[config.mk]
export PLATFORM = sky130hd
export DESIGN_NAME = cmd_status_bridge
export DESIGN_NICKNAME = d
export VERILOG_FILES = /design/src/rtl/cmdbr_pkg.sv /design/src/rtl/cmdbr_param_word.sv /design/src/rtl/cmdbr_host_port.sv /design/src/rtl/cmdbr_txn_engine.sv /design/src/rtl/cmd_status_bridge.sv
export SDC_FILE = /design/constraint.sdc
export NUM_CORES = 1
export LEC_CHECK = 0
export ABC_AREA = 1
export BUFFER_PORTS_ARGS = -buffer_cell sky130_fd_sc_hd__clkbuf_2
export CAP_MARGIN = 10
export CORE_UTILIZATION = 52
export CTS_CLUSTER_SIZE = 25
export DETAILED_ROUTE_END_ITERATION = 12
export PLACE_DENSITY = 0.91
export SYNTH_ARGS = -nofsm -noshare
export SYNTH_HDL_FRONTEND = slang
export SYNTH_SLANG_ARGS = --single-unit
[constraint.sdc]
create_clock -name clk -period 1.85 [get_ports clk]
set_clock_uncertainty 0.15 [all_clocks]
set_input_delay 0.0925 -clock clk [delete_from_list [all_inputs] [get_ports clk]]
set_output_delay 0.0925 -clock clk [all_outputs]
set_load 0.005 [all_outputs]
[src/rtl/cmdbr_pkg.sv]
package cmdbr_pkg;

  // host-side byte offsets of the three 64-bit words
  localparam logic [7:0] OFS_PARAM = 8'h08;
  localparam logic [7:0] OFS_CTRL  = 8'h10;
  localparam logic [7:0] OFS_STAT  = 8'h18;

  localparam int CSR_DW = 64;
  localparam int RB_AW  = 13;
  localparam int RB_DW  = 32;

  // control word field positions
  localparam int CTRL_ADDR_LSB = 32;
  localparam int CTRL_OP_LSB   = 62;

  // status word flag positions
  localparam int STAT_DONE_BIT = 32;
  localparam int STAT_LOST_BIT = 33;

  typedef enum logic [1:0] {
    OP_NONE  = 2'd0,
    OP_READ  = 2'd1,
    OP_WRITE = 2'd2,
    OP_RSVD  = 2'd3
  } op_e;

  typedef enum logic [1:0] {
    ST_IDLE = 2'd0,
    ST_REQ  = 2'd1,
    ST_WAIT = 2'd2
  } eng_st_e;

endpackage

[src/rtl/cmdbr_param_word.sv]
module cmdbr_param_word #(
  parameter bit          SHIFT_LSB_FIRST = 1'b0,
  parameter int          XFER_WIDTH      = 32,
  parameter int          CS_COUNT        = 1,
  parameter bit          CLK_POL         = 1'b0,
  parameter bit          CLK_PHA         = 1'b0,
  parameter logic [15:0] PERIPH_ID       = 16'h0000
) (
  output logic [63:0] param_word
);
  localparam logic [5:0] WIDTH_F = 6'(XFER_WIDTH);
  localparam logic [5:0] CS_F    = 6'(CS_COUNT);

  // 16 + 16 + 16 + 1 + 1 + 6 + 6 + 1 + 1 = 64 bits
  assign param_word = {16'h0000, PERIPH_ID, 16'h0000, CLK_PHA, CLK_POL,
                       CS_F, WIDTH_F, SHIFT_LSB_FIRST, 1'b0};
endmodule

[src/rtl/cmdbr_host_port.sv]
module cmdbr_host_port
  import cmdbr_pkg::*;
#(
  parameter int CSR_AW = 8
) (
  input  logic              clk,
  input  logic              rst,
  input  logic              csr_wr_en,
  input  logic              csr_rd_en,
  input  logic [CSR_AW-1:0] csr_addr,
  input  logic [CSR_DW-1:0] csr_wr_data,
  output logic [CSR_DW-1:0] csr_rd_data,
  output logic              csr_rd_valid,
  input  logic [CSR_DW-1:0] param_word,
  input  logic [CSR_DW-1:0] status_word,
  output logic              cmd_strobe,
  output op_e               cmd_op,
  output logic [RB_AW-1:0]  cmd_addr,
  output logic [RB_DW-1:0]  cmd_data
);
  logic              hit_param, hit_ctrl, hit_stat;
  logic [CSR_DW-1:0] ctrl_shadow;

  assign hit_param = (csr_addr == CSR_AW'(OFS_PARAM));
  assign hit_ctrl  = (csr_addr == CSR_AW'(OFS_CTRL));
  assign hit_stat  = (csr_addr == CSR_AW'(OFS_STAT));

  assign cmd_strobe = csr_wr_en && hit_ctrl;
  assign cmd_op     = op_e'(csr_wr_data[CTRL_OP_LSB +: 2]);
  assign cmd_addr   = csr_wr_data[CTRL_ADDR_LSB +: RB_AW];
  assign cmd_data   = csr_wr_data[RB_DW-1:0];

  always_ff @(posedge clk) begin
    if (rst) begin
      ctrl_shadow <= '0;
    end else if (cmd_strobe) begin
      ctrl_shadow <= csr_wr_data;
    end
  end

  always_ff @(posedge clk) begin
    if (rst) begin
      csr_rd_valid <= 1'b0;
      csr_rd_data  <= '0;
    end else begin
      csr_rd_valid <= csr_rd_en;
      if (csr_rd_en) begin
        if (hit_param)     csr_rd_data <= param_word;
        else if (hit_ctrl) csr_rd_data <= ctrl_shadow;
        else if (hit_stat) csr_rd_data <= status_word;
        else               csr_rd_data <= '0;
      end
    end
  end

  // one-cycle read latency, valid exactly for one cycle per strobe
  assert_rd_latency_R9: assert property (@(posedge clk) disable iff (rst)
    csr_rd_en |=> csr_rd_valid);
  assert_rd_quiet_R9: assert property (@(posedge clk) disable iff (rst)
    !csr_rd_en |=> !csr_rd_valid);

endmodule

[src/rtl/cmdbr_txn_engine.sv]
module cmdbr_txn_engine
  import cmdbr_pkg::*;
(
  input  logic              clk,
  input  logic              rst,
  input  logic              cmd_strobe,
  input  op_e               cmd_op,
  input  logic [RB_AW-1:0]  cmd_addr,
  input  logic [RB_DW-1:0]  cmd_data,
  output logic              rb_req_valid,
  input  logic              rb_req_ready,
  output logic              rb_req_write,
  output logic [RB_AW-1:0]  rb_req_addr,
  output logic [RB_DW-1:0]  rb_req_wdata,
  input  logic              rb_rsp_valid,
  input  logic [RB_DW-1:0]  rb_rsp_rdata,
  output logic [CSR_DW-1:0] status_word
);
  eng_st_e          st_q;
  logic             launch;
  logic             done_q;
  logic             lost_q;
  logic [RB_DW-1:0] rdata_q;

  assign launch = cmd_strobe && (cmd_op == OP_READ || cmd_op == OP_WRITE);

  always_ff @(posedge clk) begin
    if (rst) begin
      st_q         <= ST_IDLE;
      rb_req_valid <= 1'b0;
      rb_req_write <= 1'b0;
      rb_req_addr  <= '0;
      rb_req_wdata <= '0;
      done_q       <= 1'b0;
      rdata_q      <= '0;
    end else begin
      unique case (st_q)
        ST_IDLE: begin
          if (launch) begin
            st_q         <= ST_REQ;
            rb_req_valid <= 1'b1;
            rb_req_write <= (cmd_op == OP_WRITE);
            rb_req_addr  <= cmd_addr;
            rb_req_wdata <= cmd_data;
            done_q       <= 1'b0;
          end
        end
        ST_REQ: begin
          if (rb_req_ready) begin
            rb_req_valid <= 1'b0;
            st_q         <= ST_WAIT;
          end
        end
        ST_WAIT: begin
          if (rb_rsp_valid) begin
            done_q <= 1'b1;
            if (!rb_req_write) rdata_q <= rb_rsp_rdata;
            st_q <= ST_IDLE;
          end
        end
        default: st_q <= ST_IDLE;
      endcase
    end
  end

  // lost-command flag: sticky until reset
  always_ff @(posedge clk) begin
    if (rst)                          lost_q <= 1'b0;
    else if (launch && st_q != ST_IDLE) lost_q <= 1'b1;
  end

  always_comb begin
    status_word = '0;
    status_word[RB_DW-1:0]     = rdata_q;
    status_word[STAT_DONE_BIT] = done_q;
    status_word[STAT_LOST_BIT] = lost_q;
  end

  assert_req_hold_R3: assert property (@(posedge clk) disable iff (rst)
    rb_req_valid && !rb_req_ready |=> rb_req_valid && $stable(rb_req_addr)
      && $stable(rb_req_wdata) && $stable(rb_req_write));

  assert_issue_clears_done_R4: assert property (@(posedge clk) disable iff (rst)
    $rose(rb_req_valid) |-> !status_word[STAT_DONE_BIT]);

  assert_wr_keeps_rdata_R6: assert property (@(posedge clk) disable iff (rst)
    st_q == ST_WAIT && rb_rsp_valid && rb_req_write |=> $stable(status_word[RB_DW-1:0]));

  assert_drop_keeps_req_R8: assert property (@(posedge clk) disable iff (rst)
    launch && st_q != ST_IDLE |=> $stable(rb_req_addr) && $stable(rb_req_write)
      && $stable(rb_req_wdata));

  assert_lost_sticky_R8: assert property (@(posedge clk) disable iff (rst)
    status_word[STAT_LOST_BIT] |=> status_word[STAT_LOST_BIT]);

  assert_stray_rsp_R10: assert property (@(posedge clk) disable iff (rst)
    rb_rsp_valid && (st_q == ST_REQ || (st_q == ST_IDLE && !launch))
      |=> $stable(status_word[STAT_DONE_BIT:0]));

endmodule

[src/rtl/cmd_status_bridge.sv]
module cmd_status_bridge
  import cmdbr_pkg::*;
#(
  parameter int          CSR_AW          = 8,
  parameter bit          SHIFT_LSB_FIRST = 1'b0,
  parameter int          XFER_WIDTH      = 32,
  parameter int          CS_COUNT        = 1,
  parameter bit          CLK_POL         = 1'b0,
  parameter bit          CLK_PHA         = 1'b0,
  parameter logic [15:0] PERIPH_ID       = 16'h0000
) (
  input  logic              clk,
  input  logic              rst,
  input  logic              csr_wr_en,
  input  logic              csr_rd_en,
  input  logic [CSR_AW-1:0] csr_addr,
  input  logic [63:0]       csr_wr_data,
  output logic [63:0]       csr_rd_data,
  output logic              csr_rd_valid,
  output logic              rb_req_valid,
  input  logic              rb_req_ready,
  output logic              rb_req_write,
  output logic [12:0]       rb_req_addr,
  output logic [31:0]       rb_req_wdata,
  input  logic              rb_rsp_valid,
  input  logic [31:0]       rb_rsp_rdata
);
  logic [CSR_DW-1:0] param_word;
  logic [CSR_DW-1:0] status_word;
  logic              cmd_strobe;
  op_e               cmd_op;
  logic [RB_AW-1:0]  cmd_addr;
  logic [RB_DW-1:0]  cmd_data;

  cmdbr_param_word #(
    .SHIFT_LSB_FIRST(SHIFT_LSB_FIRST),
    .XFER_WIDTH     (XFER_WIDTH),
    .CS_COUNT       (CS_COUNT),
    .CLK_POL        (CLK_POL),
    .CLK_PHA        (CLK_PHA),
    .PERIPH_ID      (PERIPH_ID)
  ) u_param (
    .param_word(param_word)
  );

  cmdbr_host_port #(.CSR_AW(CSR_AW)) u_host (
    .clk         (clk),
    .rst         (rst),
    .csr_wr_en   (csr_wr_en),
    .csr_rd_en   (csr_rd_en),
    .csr_addr    (csr_addr),
    .csr_wr_data (csr_wr_data),
    .csr_rd_data (csr_rd_data),
    .csr_rd_valid(csr_rd_valid),
    .param_word  (param_word),
    .status_word (status_word),
    .cmd_strobe  (cmd_strobe),
    .cmd_op      (cmd_op),
    .cmd_addr    (cmd_addr),
    .cmd_data    (cmd_data)
  );

  cmdbr_txn_engine u_eng (
    .clk         (clk),
    .rst         (rst),
    .cmd_strobe  (cmd_strobe),
    .cmd_op      (cmd_op),
    .cmd_addr    (cmd_addr),
    .cmd_data    (cmd_data),
    .rb_req_valid(rb_req_valid),
    .rb_req_ready(rb_req_ready),
    .rb_req_write(rb_req_write),
    .rb_req_addr (rb_req_addr),
    .rb_req_wdata(rb_req_wdata),
    .rb_rsp_valid(rb_rsp_valid),
    .rb_rsp_rdata(rb_rsp_rdata),
    .status_word (status_word)
  );

  assert_no_req_in_reset_R1: assert property (@(posedge clk)
    rst |=> !rb_req_valid && !status_word[33] && !status_word[32]);

endmodule

# After elaboration in Yosys (flattened, before gate mapping)
# Cells that the tools add are included.
# classes
n_eq_ne	10
mux	13
n_bitwise	1
reduce_logical	13
# ops
cell	count
64-bit two-way mux	2
34-bit two-way mux	1
8-bit by 5-bit equality test with 1-bit output, second input constant	2
3-bit AND reduction	4
8-bit by 4-bit equality test with 1-bit output, second input constant	1
2-bit two-way mux	3
2-bit one-hot mux with 3 select lines	1
2-bit nonzero test	3
2-bit by 1-bit equality test with 1-bit output, second input constant	2
2-bit equality test, second input constant	2
1-bit two-way mux	4
2-bit != test, second input constant	2
1-bit one-hot mux with 2 select lines	2
1-bit logical AND	3
2-bit logical NOT	1
2-bit by 1-bit != test with 1-bit output, second input constant	1
2-bit AND reduction	1
1-bit logical OR	1
1-bit NOT	1
# word_totals
regBits	212
output_inout_bits	112

# Depth between registers and ports, before layout
# Gate-level depths: netlist (run 1).
# depth
word_depth	5
ltp_mapped	10
ltp_nobuf	8

# Modules after synthesis
# A second synthesis (run 1) with hierarchy kept.
# hier_totals
cells_unflattened	1544
hier_area_um2	10891.7
# by_module_without_submodules
mod	n_inst	cells_each	area_each_um2	seq_area_each_um2
cmdbr_host_port	1	989	6683.9	2582.5
cmdbr_txn_engine	1	489	3719.8	1661.6
cmdbr_param_word	1	66	488.0	0.0

# Least setup slack after synthesis (run 1)
# OpenSTA, ideal clock, no wires.
# synth_timing
path_type	input port to flip-flop
from	input port csr_wr_data[62]
to	register u_eng.rb_req_addr[2]
setup_time_ns	0.113
arrival_ns	1.074
t_required_ns	1.587
path_slack_ns	0.514
cell_stages	8
path_buffers	2
cell_sequence	inv_1 -> ha_1 -> inv_1 -> nand4_2 -> buf_2 -> buf_2 -> nor2_1 -> nor2_1
# synth_between
elab_chain_len	4
# synth_rtl
element	line	rtl
start, declared	cmd_status_bridge.sv:17	input logic [63:0] csr_wr_data,
2-bit by 1-bit equality test with 1-bit output or 2-bit equality test (tied branches)	cmdbr_txn_engine.sv:25	assign launch = cmd_strobe && (cmd_op == OP_READ || cmd_op == OP_WRITE);
1-bit logical OR (*)	cmdbr_txn_engine.sv:25	
1-bit logical AND (*)	cmdbr_txn_engine.sv:25	
2-bit AND reduction (no source line) (*)	-	
end signal, assigned	cmdbr_txn_engine.sv:43	rb_req_addr <= cmd_addr;
end, declared	cmdbr_txn_engine.sv:13	output logic [RB_AW-1:0] rb_req_addr,
# Mark *: on every way between the ends. The rest lies on a longest branch, timed or not.
# A chain may end at the register's enable or synchronous reset.

# Worst setup path in the final report (run 1)
# layout_timing
from	input port csr_wr_data[62]
to	register u_eng.rb_req_addr[9]
# Same word-level chain as after synthesis.

==> results of run 1 <==
routing by layer:
layer | part of all wire [%] | vias to the layer above
met5 | 0 | -
met4 | 4.6 | 0
met3 | 8.8 | 126
met2 | 50 | 576
met1 | 37 | 4005
li1 | - | 4191
cell families (layout without fill, tap and decap cells):
logic type	Yosys count	count (layout)	synth area share [%]
buffers and inverters	144	449	7.45
AO/OA/AOI/OAI	165	165	10.1
adder cells (fa/ha/maj)	1	1	0.153
AND/OR/NAND/NOR	635	635	30.5
flip-flops	212	212	51.8
layout by cell type (no fill, tap or decap), types with 2 or more instances in the layout:
| cell | count |
|---|---|
| nand3b_1 | 2 |
| buf_4 | 11 |
| nor2_4 | 4 |
| dlygate4sd3_1 | 101 |
| clkbuf_2 | 220 |
| o21ai_0 | 80 |
| nand2_1 | 267 |
| inv_2 | 2 |
| buf_12 | 10 |
| clkinv_2 | 5 |
| clkbuf_16 | 23 |
| a21oi_1 | 69 |
| clkbuf_1 | 6 |
| dfxtp_1 | 212 |
| nand3_1 | 66 |
| nor3_1 | 2 |
| nor2_1 | 293 |
| o21ai_1 | 16 |
| inv_1 | 63 |
| clkbuf_8 | 5 |
registers in the layout (all words and copies together) (netlist names):
| name | count |
|---|---|
| u_eng.rb_req_write | 1 |
| u_eng.lost_q | 1 |
| u_eng.rb_req_valid | 1 |
| u_eng.done_q | 1 |
| u_host.csr_rd_valid | 1 |
| u_host.csr_rd_data | 64 |
| u_eng.rdata_q | 32 |
| u_eng.st_q | 2 |
| u_eng.rb_req_wdata | 32 |
| u_host.ctrl_shadow | 64 |
| u_eng.rb_req_addr | 13 |
worst reg2reg max path: stages (launching register included):
cell and delay [ns]:
dfxtp_1 0.32, inv_1 0.07, nor2_1 0.17, nand3_1 0.16, buf_4 0.27, o21ai_0 0.31
nor2_1 0.08
final cells by class:
| type | instances | area share (%) |
|---|---|---|
| Inverter | 66 | 2.23 |
| Clock buffer | 34 | 5.93 |
| Tap cell | 211 | 2.35 |
| Clock inverter | 6 | 0.490 |
| Timing Repair Buffer | 343 | 21.3 |
| Multi-Input combinational cell | 801 | 29.9 |
| Sequential cell | 212 | 37.8 |
final timing paths:
path	end	depth (start not counted)	slack [ns]
worst max-delay path	u_eng.rb_req_addr[9]	10	0.17
worst min-delay path	u_host.csr_rd_data[7]	8	0.01
worst max register to register	u_eng.rdata_q[4]	6	0.17
worst min register to register	u_eng.lost_q	2	0.31
per-stage QoR:
step           setup WS (ns)  cell area [um2]  hold WS (ns)  instances
2_1_floorplan          0.514             8200        0.0774       1157
3_3_place_gp           0.326             9510         0.177       1532
3_5_place_dp           0.268             9510         0.184       1532
4_1_cts                0.279            11200       0.00247       1673
5_1_grt               0.0523            11200        0.0661       1673
6_report               0.170            11200       0.00959       1673
power by group through the flow:
stage          clock (uW)  combinational (uW)  sequential, uW
2_1_floorplan           0                 151            4680
3_3_place_gp            0                 367            4680
3_5_place_dp            0                 369            4680
4_1_cts              4410                 540            4580
5_1_grt              4620                 601            4570
6_report             4400                 568            4580
timing repair:
| action | CTS | global route |
|---|---|---|
| hold buffers | 101 | 0 |
| setup buffers | 0 | 0 |
| resized for setup | 0 | 0 |
| endpoints found under the hold margin | 178 | 0 |
==> reports/metrics.cfg, run 1 <==
[drt]
ant_nets=0
dr.pass1.iters=5
viasPerCell=5.32
routed_wirelength_um=26500
route.detailed.drc=0
vias=8898
routedWlPerCell_um=15.9
drt-initial-drc-count=679

[setup_path]
critPathKind=in -> reg
crit_path_end_kind=register
crit_fanout=59
critPathBufInv=5
crit_start=csr_wr_data[62]
cp-start-kind=primary input
arrival_ns=1.96
reg2reg_from=u_eng.st_q[1]
crit_chain=dlygate4sd3_1 -> clkbuf_2 -> inv_1 -> ha_1 -> inv_1 -> nand4_4 -> buf_12 -> nand2_1 -> nand2_1 -> nor2_1
critical-path-top-delay-family=buffers and inverters
crit_slowest_cell=dlygate4sd3_1
cpPeakStageDelay_ns=0.56
crit_required_ns=2.13

[placed_design]
port_buffers=221
dp_hpwl_um=14200
gp_congestion=0.839

[yosys]
yosys.area.top_type=dfxtp_1
netlist_instances=1157
synth_seq_cells=212
yosysTopAreaCellShare_pct=51.8
async_flop_share_pct=0
yosys_warnings=0
yosysMostFrequentCell=nor2_1
synthFlopType=dfxtp_1
ys_seq_area_share_pct=51.8
yosys.cell_types.count=21
synth.area.top_cells=dfxtp_1 52%, nor2_1 13%, nand2_1 12%
synth_nets=1268
netlist_top_cells_count=294 x nor2_1, 267 x nand2_1, 212 x dfxtp_1
syn_area_per_cell_um2=7.08
synth-edff-count=0
netlist_area_mm2=0.00820

[clock_network]
worstSkewPairLatency_ns=0.50
cts_buffers=22
cts_tree=built
clockBufferDepth=3
cts_root_buf=clkbuf_16
clkSlewWorstSetupHoldPaths_ns=0.06
cts_sinks=212
h-tree-depth=1

[layout]
multi_input_area_mm2=0.00336
fin_util_pct=73.4
nFillCells=1064
layout-drive-gt1-share_pct=19.4
antenna_cells=0
nets=1557
syn_to_final_growth_pct=37.2
seq_area_mm2=0.00424

[hold_path]
hp-start=csr_addr[2]
hold_class=in -> reg

[die]
core_area_mm2=0.0153
dieArea_mm2=0.0163
start_util_pct=53.5
chipWidth_um=128
fp-row-count=45
die_h_um=128
ios=222

[timing]
finalSetupViolCount=0
maxSlewHeadroom_pct=48.8
max_freq_mhz=595
finalCritPeriodShare_pct=90.8
hold_violations=0
drv_slew=0
rsz0062_at_grt=no
finalCriticalPeriod_ns=1.68
fin_tns_setup_ns=0
tightest_slew_ns=0.768

[grt]
grtUsageMet2_pct=59.7
grtUsageMet3_pct=6.83
grt-ovfl-total=0
grt.busiest_layer=met2
globalRouteTotalUtil_pct=32.7
grt_pass1_wl_um=42400
grtUsageMet1_pct=34.8
grt_start_max_net_pins=75
antenna_found_initial=0
first_global_vias=8963

[power_and_ir_drop]
cellInternalPower_uw=7460
power.switching_uw=2080
p_comb_share_pct=6.0
p_leak_uw=0.00538
seqPwrFrac_pct=48.0
swShare_pct=21.8
pwr-share-clk_pct=46.1
powerDensity_mw_per_mm2=849
vdd_drop_max_uv=824
total_power_uw=9540

[run]
cap_viol_max_count=0

[run_status]
status=complete, no violations

No activity file was read; power rests on OpenSTA's default activity.
==> run 2, diff against run 1 <==
--- a/config.mk
+++ b/config.mk
@@ -8,10 +8,11 @@
 export ABC_AREA = 1
 export BUFFER_PORTS_ARGS = -buffer_cell sky130_fd_sc_hd__clkbuf_2
 export CAP_MARGIN = 10
-export CORE_UTILIZATION = 52
+export CORE_UTILIZATION = 56
 export CTS_CLUSTER_SIZE = 25
 export DETAILED_ROUTE_END_ITERATION = 12
-export PLACE_DENSITY = 0.91
+export PLACE_DENSITY = 0.93
 export SYNTH_ARGS = -nofsm -noshare
 export SYNTH_HDL_FRONTEND = slang
+export SYNTH_HIERARCHICAL = 1
 export SYNTH_SLANG_ARGS = --single-unit
==> run 2 against run 1 <==
- maximum frequency shrank 8.3%
- worst setup slack lost 0.15 ns
- critical path type unchanged
- clock power grew 12%
- clock-buffer cell count shrank 1
- power grew 7.7%
- global-route usage shrank 0.59 points
- hold slack gained 0.067 ns
- first-iteration DRC count grew 71%
- sequential share of layout area shrank 5.8 points
==> reports/metrics.cfg, run 2 <==
[run_status]
status=complete, no violations

[timing]
maxSlewHeadroom_pct=49.0  ; +0.21 points
finalSetupViolCount=0  ; unchanged
setup_slack_ns=0.0186  ; -0.152 ns
finalCriticalPeriod_ns=1.83  ; +0.152 ns
tightest_slew_ns=0.765  ; -0.00308 ns
finalCritPeriodShare_pct=99.0  ; +8.2 points
hold_violations=0  ; unchanged
drv_slew=0  ; unchanged
max_freq_mhz=546  ; -8.3%

[drt]
ant_nets=0  ; unchanged
routed_wirelength_um=33200  ; +25%
vias=11100  ; +25%
route.detailed.drc=0  ; unchanged
viasPerCell=5.43  ; +2.1%
drt-initial-drc-count=1159  ; +71%
dr.pass1.iters=8  ; +3
routedWlPerCell_um=16.2  ; +2.3%

[yosys]
yosys_warnings=6  ; +6
synth_seq_cells=212  ; unchanged
async_flop_share_pct=0  ; unchanged
synth.area.top_cells=dfxtp_1 39%, nand2_1 12%, buf_4 12%
synthFlopType=dfxtp_1
ys_seq_area_share_pct=39.0  ; -13 points
yosys.area.top_type=dfxtp_1
netlist_instances=1544  ; +33%
netlist_area_mm2=0.0109  ; +33%
yosysMostFrequentCell=nand2_1
yosys.cell_types.count=20  ; -4.8%
synth-edff-count=0  ; unchanged
yosysTopAreaCellShare_pct=39.0  ; -13 points
netlist_top_cells_count=345 x nand2_1, 212 x dfxtp_1, 197 x a21oi_1
syn_area_per_cell_um2=7.05  ; -0.41%

[grt]
grt_pass1_wl_um=51700  ; +22%
globalRouteTotalUtil_pct=32.1  ; -0.59 points
antenna_found_initial=1  ; +1
grt-ovfl-total=0  ; unchanged
first_global_vias=10700  ; +20%
grt_start_max_net_pins=129  ; +72%

[setup_path]
critPathKind=in -> reg
crit_required_ns=2.14  ; about the same
rrSetupSlack_ns=0.10  ; -0.07 ns
crit_fanout=4  ; -93%
r2r_cells=4  ; -2
crit_start=csr_wr_data[62]
reg2reg_from=u_eng/st_q[0]
cp-start-kind=primary input
r2r_end=u_eng/st_q[0]
crit_path_end_kind=register
arrival_ns=2.13  ; +0.17 ns

[layout]
reg_top3=u_host/csr_rd_data: 64 flops, u_host/ctrl_shadow: 64 flops
nets=1881  ; +21%
mostFrequentLayoutCell=nand2_1
layout-drive-gt1-share_pct=17.7  ; -1.7 points
final_cell_mix=345 x nand2_1, 220 x clkbuf_2, 211 x dfxtp_1, 197 x a21oi_1, 193 x nand3_1
layout.cells.non_filler=2048  ; +22%
syn_to_final_growth_pct=22.2
fin_area_mm2=0.0133  ; +18%
fin_util_pct=70.4  ; -3.0 points

[clock_network]
cts_sinks=212  ; unchanged
cts_root_buf=clkbuf_16
cts_tree=built
cts_buffers=24  ; +9.1%
clockBufferDepth=3  ; unchanged
worstSkewPairLatency_ns=0.50  ; about the same
clkSlewWorstSetupHoldPaths_ns=0.06  ; about the same
h-tree-depth=1  ; unchanged

[die]
dieArea_mm2=0.0200  ; +23%
start_util_pct=57.6  ; +4.1 points
ios=222  ; unchanged
core_area_mm2=0.0189  ; +23%
chipWidth_um=141  ; +11%
fp-row-count=50  ; +11%
die_h_um=141  ; +11%

[power_and_ir_drop]
powerDensity_mw_per_mm2=772  ; -9.0%
vdd_drop_max_uv=739  ; -10%
total_power_uw=10300  ; +7.7%
p_leak_uw=0.00563  ; +4.8%

[placed_design]
dpl_cell_area_mm2=0.0113  ; +19%
gp_congestion=0.832  ; -0.87%
dp.cells=1890  ; +23%
dp_hpwl_um=17600  ; +24%
port_buffers=221  ; unchanged
dp_slack_ns=-0.00644  ; -0.274 ns

[hold_path]
hold_end=u_eng/rb_req_valid
hp-start=csr_wr_en
hold_class=in -> reg
min_path_cells=7  ; -1

[run]
cap_viol_max_count=0  ; unchanged

## run 2: cell count changes after synthesis, sizes merged
cell / change
nor2: -126
nand4: -1
inv: +17
nand3: +128
o21ai: -96
clkbuf: -14
nand3b: +77
buf: +192
conb: +3
a21oi: +128
nor3: -2
nand2: +81
## run 2: worst max path at each step
stage / endpoint / slack (ns) / cells after the start
floorplan: u_eng/rb_req_addr[0] / 0.25 / 13
global placement: u_eng/rb_req_wdata[27] / 0.12 / 13
detailed placement: u_eng/rb_req_addr[12] / -0.006 / 13
CTS: u_eng/st_q[0] / 0.05 / 8
global route: u_eng/rb_req_wdata[13] / -0.04 / 10
finish: u_eng/st_q[0] / 0.02 / 8
## run 2: area by class of cell
cell class                      count  area [um2]
Sequential cell                   212        4250
Multi-Input combinational cell   1084        4940
Clock buffer                       33         696
Tap cell                          260         325
Fill cell                        1397        5590
Inverter                           83         317
Timing Repair Buffer              365        2650
Clock inverter                     10         131
Antenna cell                        1        2.50
## run 2: logic make-up after synthesis
family,count (synthesis),share of synthesized area (%)
simple gates,792,32.7
fa+ha+maj,1,0.115
flops,212,39.0
other cells,3,0.103
buf+inv,339,19.0
compound gates,197,9.05
## run 2: critical path, cell delays in order
cell,delay (ns)
dlygate4sd3_1,0.53
clkbuf_2,0.14
inv_1,0.05
ha_1,0.31
nor2_4,0.16
nand2_2,0.11
a21oi_1,0.17
dlygate4sd3_1,0.56
## run 2: per-stage QoR
step / TNS [ns] / hold WS [ns]
global placement: 0 / 0.185
detailed placement: -0.00644 / 0.194
finish: 0 / 0.0762
CTS: 0 / 0.0582
floorplan: 0 / 0.0116
global route: -0.0548 / 0.0974
## run 2: power breakdown
group,total (uW),switching [uW],internal [uW]
Combinational,763,416,347
Clock,4940,1890,3050
Sequential,4580,4.05,4570
## run 2: layer usage
| metal | share of wire, % | routed length [um] | up-vias | global-route usage [%] |
|---|---|---|---|---|
| met4 | 4.9 | 1630 | 0 | 17.8 |
| met5 | 0 | 0 | - | 0 |
| li1 | - | - | 5168 | - |
| met2 | 49 | 16300 | 720 | 56.7 |
| met1 | 36 | 11900 | 5059 | 36.4 |
| met3 | 10 | 3380 | 173 | 6.31 |
## run 2: repair_timing
action                                 4_1_cts  5_1_grt
hold buffers                               111        0
endpoints found under the hold margin      209        0
setup endpoints to repair                    0        4
resized for setup                            0        1
buffers inserted                             0        2
==> run 3, diff against run 2 <==
--- a/config.mk
+++ b/config.mk
@@ -8,11 +8,11 @@
 export ABC_AREA = 1
 export BUFFER_PORTS_ARGS = -buffer_cell sky130_fd_sc_hd__clkbuf_2
 export CAP_MARGIN = 10
-export CORE_UTILIZATION = 56
+export CORE_MARGIN = 5
+export CORE_UTILIZATION = 52
 export CTS_CLUSTER_SIZE = 25
 export DETAILED_ROUTE_END_ITERATION = 12
-export PLACE_DENSITY = 0.93
+export PLACE_DENSITY = 0.91
 export SYNTH_ARGS = -nofsm -noshare
 export SYNTH_HDL_FRONTEND = slang
-export SYNTH_HIERARCHICAL = 1
 export SYNTH_SLANG_ARGS = --single-unit
==> constraint.sdc (replaced) <==
create_clock -name clk -period 1.85 [get_ports clk]
set_clock_uncertainty 0.15 [all_clocks]
set_input_delay 0.0925 -clock clk [delete_from_list [all_inputs] [get_ports clk]]
set_output_delay 0.0925 -clock clk [all_outputs]
set_load 0.1 [all_outputs]
==> run 3 against run 2 <==
- non-clock buffer count fell by 18
- flip-flop and latch count is the same
- first-iteration DRC count is 38% lower
- clock power shrank 9.9%
- final cell count shrank 18%
- combinational power is 21% lower
- die area fell by 8.2%
- routed wire length fell by 16%
- power down 6.2%
- critical path type unchanged
- highest routed layer unchanged
==> reports/metrics.cfg, run 3 (same netlist as run 1, synthesis figures left out) <==
[run_status]
status=complete, no violations

[timing]
rsz0062_at_grt=no
hold_ws_ns=0.0447  ; -0.0315 ns
fin_tns_setup_ns=0  ; unchanged
hold_violations=0  ; unchanged
tightest_slew_ns=0.576  ; -0.189 ns
max_freq_mhz=587  ; +7.6%
finalCriticalPeriod_ns=1.70  ; -0.129 ns
maxSlewHeadroom_pct=61.7  ; +13 points
setup_slack_ns=0.147  ; +0.129 ns
drv_slew=0  ; unchanged
finalSetupViolCount=0  ; unchanged
finalCritPeriodShare_pct=92.0  ; -7.0 points

[power_and_ir_drop]
vdd_drop_max_uv=629  ; -15%
pwr-share-clk_pct=46.2  ; -1.9 points
p_comb_share_pct=6.3  ; -1.1 points
seqPwrFrac_pct=47.5  ; +3.0 points
powerDensity_mw_per_mm2=854  ; +11%
power.switching_uw=2120  ; -8.4%
swShare_pct=22.0  ; -0.53 points
p_leak_uw=0.00540  ; -4.1%
total_power_uw=9640  ; -6.2%
cellInternalPower_uw=7520  ; -5.6%

[grt]
grtUsageMet2_pct=50.3  ; -6.4 points
grt.busiest_layer=met2
grtUsageMet3_pct=6.43  ; +0.12 points
grt-ovfl-total=0  ; unchanged
antenna_found_initial=1  ; unchanged
grtUsageMet1_pct=33.8  ; -2.7 points
grt_start_max_net_pins=71  ; -45%
globalRouteTotalUtil_pct=29.0  ; -3.2 points
first_global_vias=8583  ; -20%
grt_pass1_wl_um=43300  ; -16%

[setup_path]
arrival_ns=1.92  ; -0.21 ns
cp-start-kind=primary input
rrSetupSlack_ns=0.26  ; +0.16 ns
crit_fanout=31  ; +27
r2r_cells=6  ; +2
critPathKind=in -> reg
r2r_end=u_eng.rdata_q[13]
reg2reg_from=u_eng.st_q[1]
crit_required_ns=2.07  ; -0.07 ns
crit_path_end_kind=register

[hold_path]
hold_class=in -> reg
min_path_cells=7  ; unchanged
hold_end=u_host.csr_rd_data[8]
hp-start=csr_addr[3]

[layout]
syn_to_final_growth_pct=37.7
nets=1561  ; -17%
mostFrequentLayoutCell=nor2_1
reg_top3=u_host.csr_rd_data: 64 flops, u_host.ctrl_shadow: 64 flops
layout.cells.non_filler=1678  ; -18%
nFillCells=1024  ; -27%
final_cell_mix=293 x nor2_1, 267 x nand2_1, 221 x clkbuf_2, 211 x dfxtp_1, 104 x dlygate4sd3_1
layout-drive-gt1-share_pct=19.6  ; +2.0 points

[clock_network]
clockBufferDepth=3  ; unchanged
cts_tree=built
clkSlewWorstSetupHoldPaths_ns=0.06  ; about the same
post_cts_resize_count=0  ; unchanged
h-tree-depth=1  ; unchanged
cts_sinks=212  ; unchanged
cts_buffers=22  ; -8.3%
worstSkewPairLatency_ns=0.50  ; about the same
cts_root_buf=clkbuf_16

[die]
die_h_um=136  ; -4.2%
chipWidth_um=136  ; -4.2%
core_area_mm2=0.0153  ; -19%
start_util_pct=53.5  ; -4.1 points
dieArea_mm2=0.0184  ; -8.2%
fp-row-count=45  ; -10%
ios=222  ; unchanged

[drt]
vias=8989  ; -19%
dr.pass1.iters=6  ; -2
viasPerCell=5.36  ; -1.3%
drt-initial-drc-count=713  ; -38%
ant_nets=0  ; unchanged
routed_wirelength_um=27800  ; -16%
route.detailed.drc=0  ; unchanged
routedWlPerCell_um=16.6  ; +2.2%

[placed_design]
dp.cells=1533  ; -19%
dp_slack_ns=0.250  ; +0.256 ns
gp_congestion=0.844  ; +1.4%
port_buffers=221  ; unchanged
dp_hpwl_um=15400  ; -13%

[run]
cap_viol_max_count=0  ; unchanged

## run 3: changes by cell type in the layout (fill, tap and decap cells not counted), moves of 77 or more
| cell | before | now |
|---|---|---|
| nand3_1 | 193 | 66 |
| a21oi_1 | 197 | 69 |
| nand2_1 | 345 | 267 |
| o21ai_0 | 0 | 80 |
| nor2_1 | 162 | 293 |
| conb_1 | 94 | 0 |
| nand3b_1 | 79 | 2 |
## run 3: power by group through the flow
stage	Clock, uW	Sequential, uW	Combinational, uW
floorplan	0	4710	151
global placement	0	4680	407
detailed placement	0	4680	407
CTS	4480	4580	577
global route	4690	4570	639
finish	4450	4580	606
## run 3: how the worst max path moves through the flow
stage	start	end	cells past startpoint
2_1_floorplan	u_eng.rb_req_write	u_eng.rdata_q[10]	6
3_3_place_gp	csr_addr[4]	u_eng.rb_req_addr[3]	9
3_5_place_dp	u_eng.st_q[1]	u_eng.rdata_q[13]	6
4_1_cts	u_host.csr_rd_data[40]	csr_rd_data[40]	1
5_1_grt	csr_addr[2]	u_host.ctrl_shadow[39]	11
6_report	csr_wr_data[62]	u_eng.rb_req_addr[12]	9
## run 3: critical path, stage by stage
cell and delay [ns]:
dlygate4sd3_1 0.54, clkbuf_2 0.13, inv_1 0.06, ha_1 0.28, inv_1 0.11, nand4_4 0.12
buf_4 0.26, nor2_1 0.22, nor2_1 0.10
## run 3: layout make-up
cell class / count / area [um2] / area share [%]
Sequential cell: 212 / 4250 / 37.6
Clock inverter: 10 / 103 / 0.909
Antenna cell: 1 / 2.50 / 0.0222
Clock buffer: 30 / 632 / 5.60
Inverter: 66 / 250 / 2.22
Tap cell: 211 / 264 / 2.34
Multi-Input combinational cell: 801 / 3360 / 29.8
Timing Repair Buffer: 347 / 2420 / 21.5
## run 3: stage by stage
step,utilization [%],instance area [um2]
floorplan,-,8200
global placement,62.1,9510
detailed placement,62.1,9510
CTS,73.7,11300
global route,73.7,11300
finish,73.7,11300
## run 3: what timing repair did
action / CTS / global route
endpoints found under the hold margin: 187 / 0
buffers inserted: 0 / 0
hold buffers: 104 / 0
## run 3: routing by layer
metal / part of all wire, % / up-vias
met5: 0 / -
met1: 37 / 4088
met3: 8.9 / 121
li1: - / 4209
met4: 4.9 / 0
met2: 49 / 571
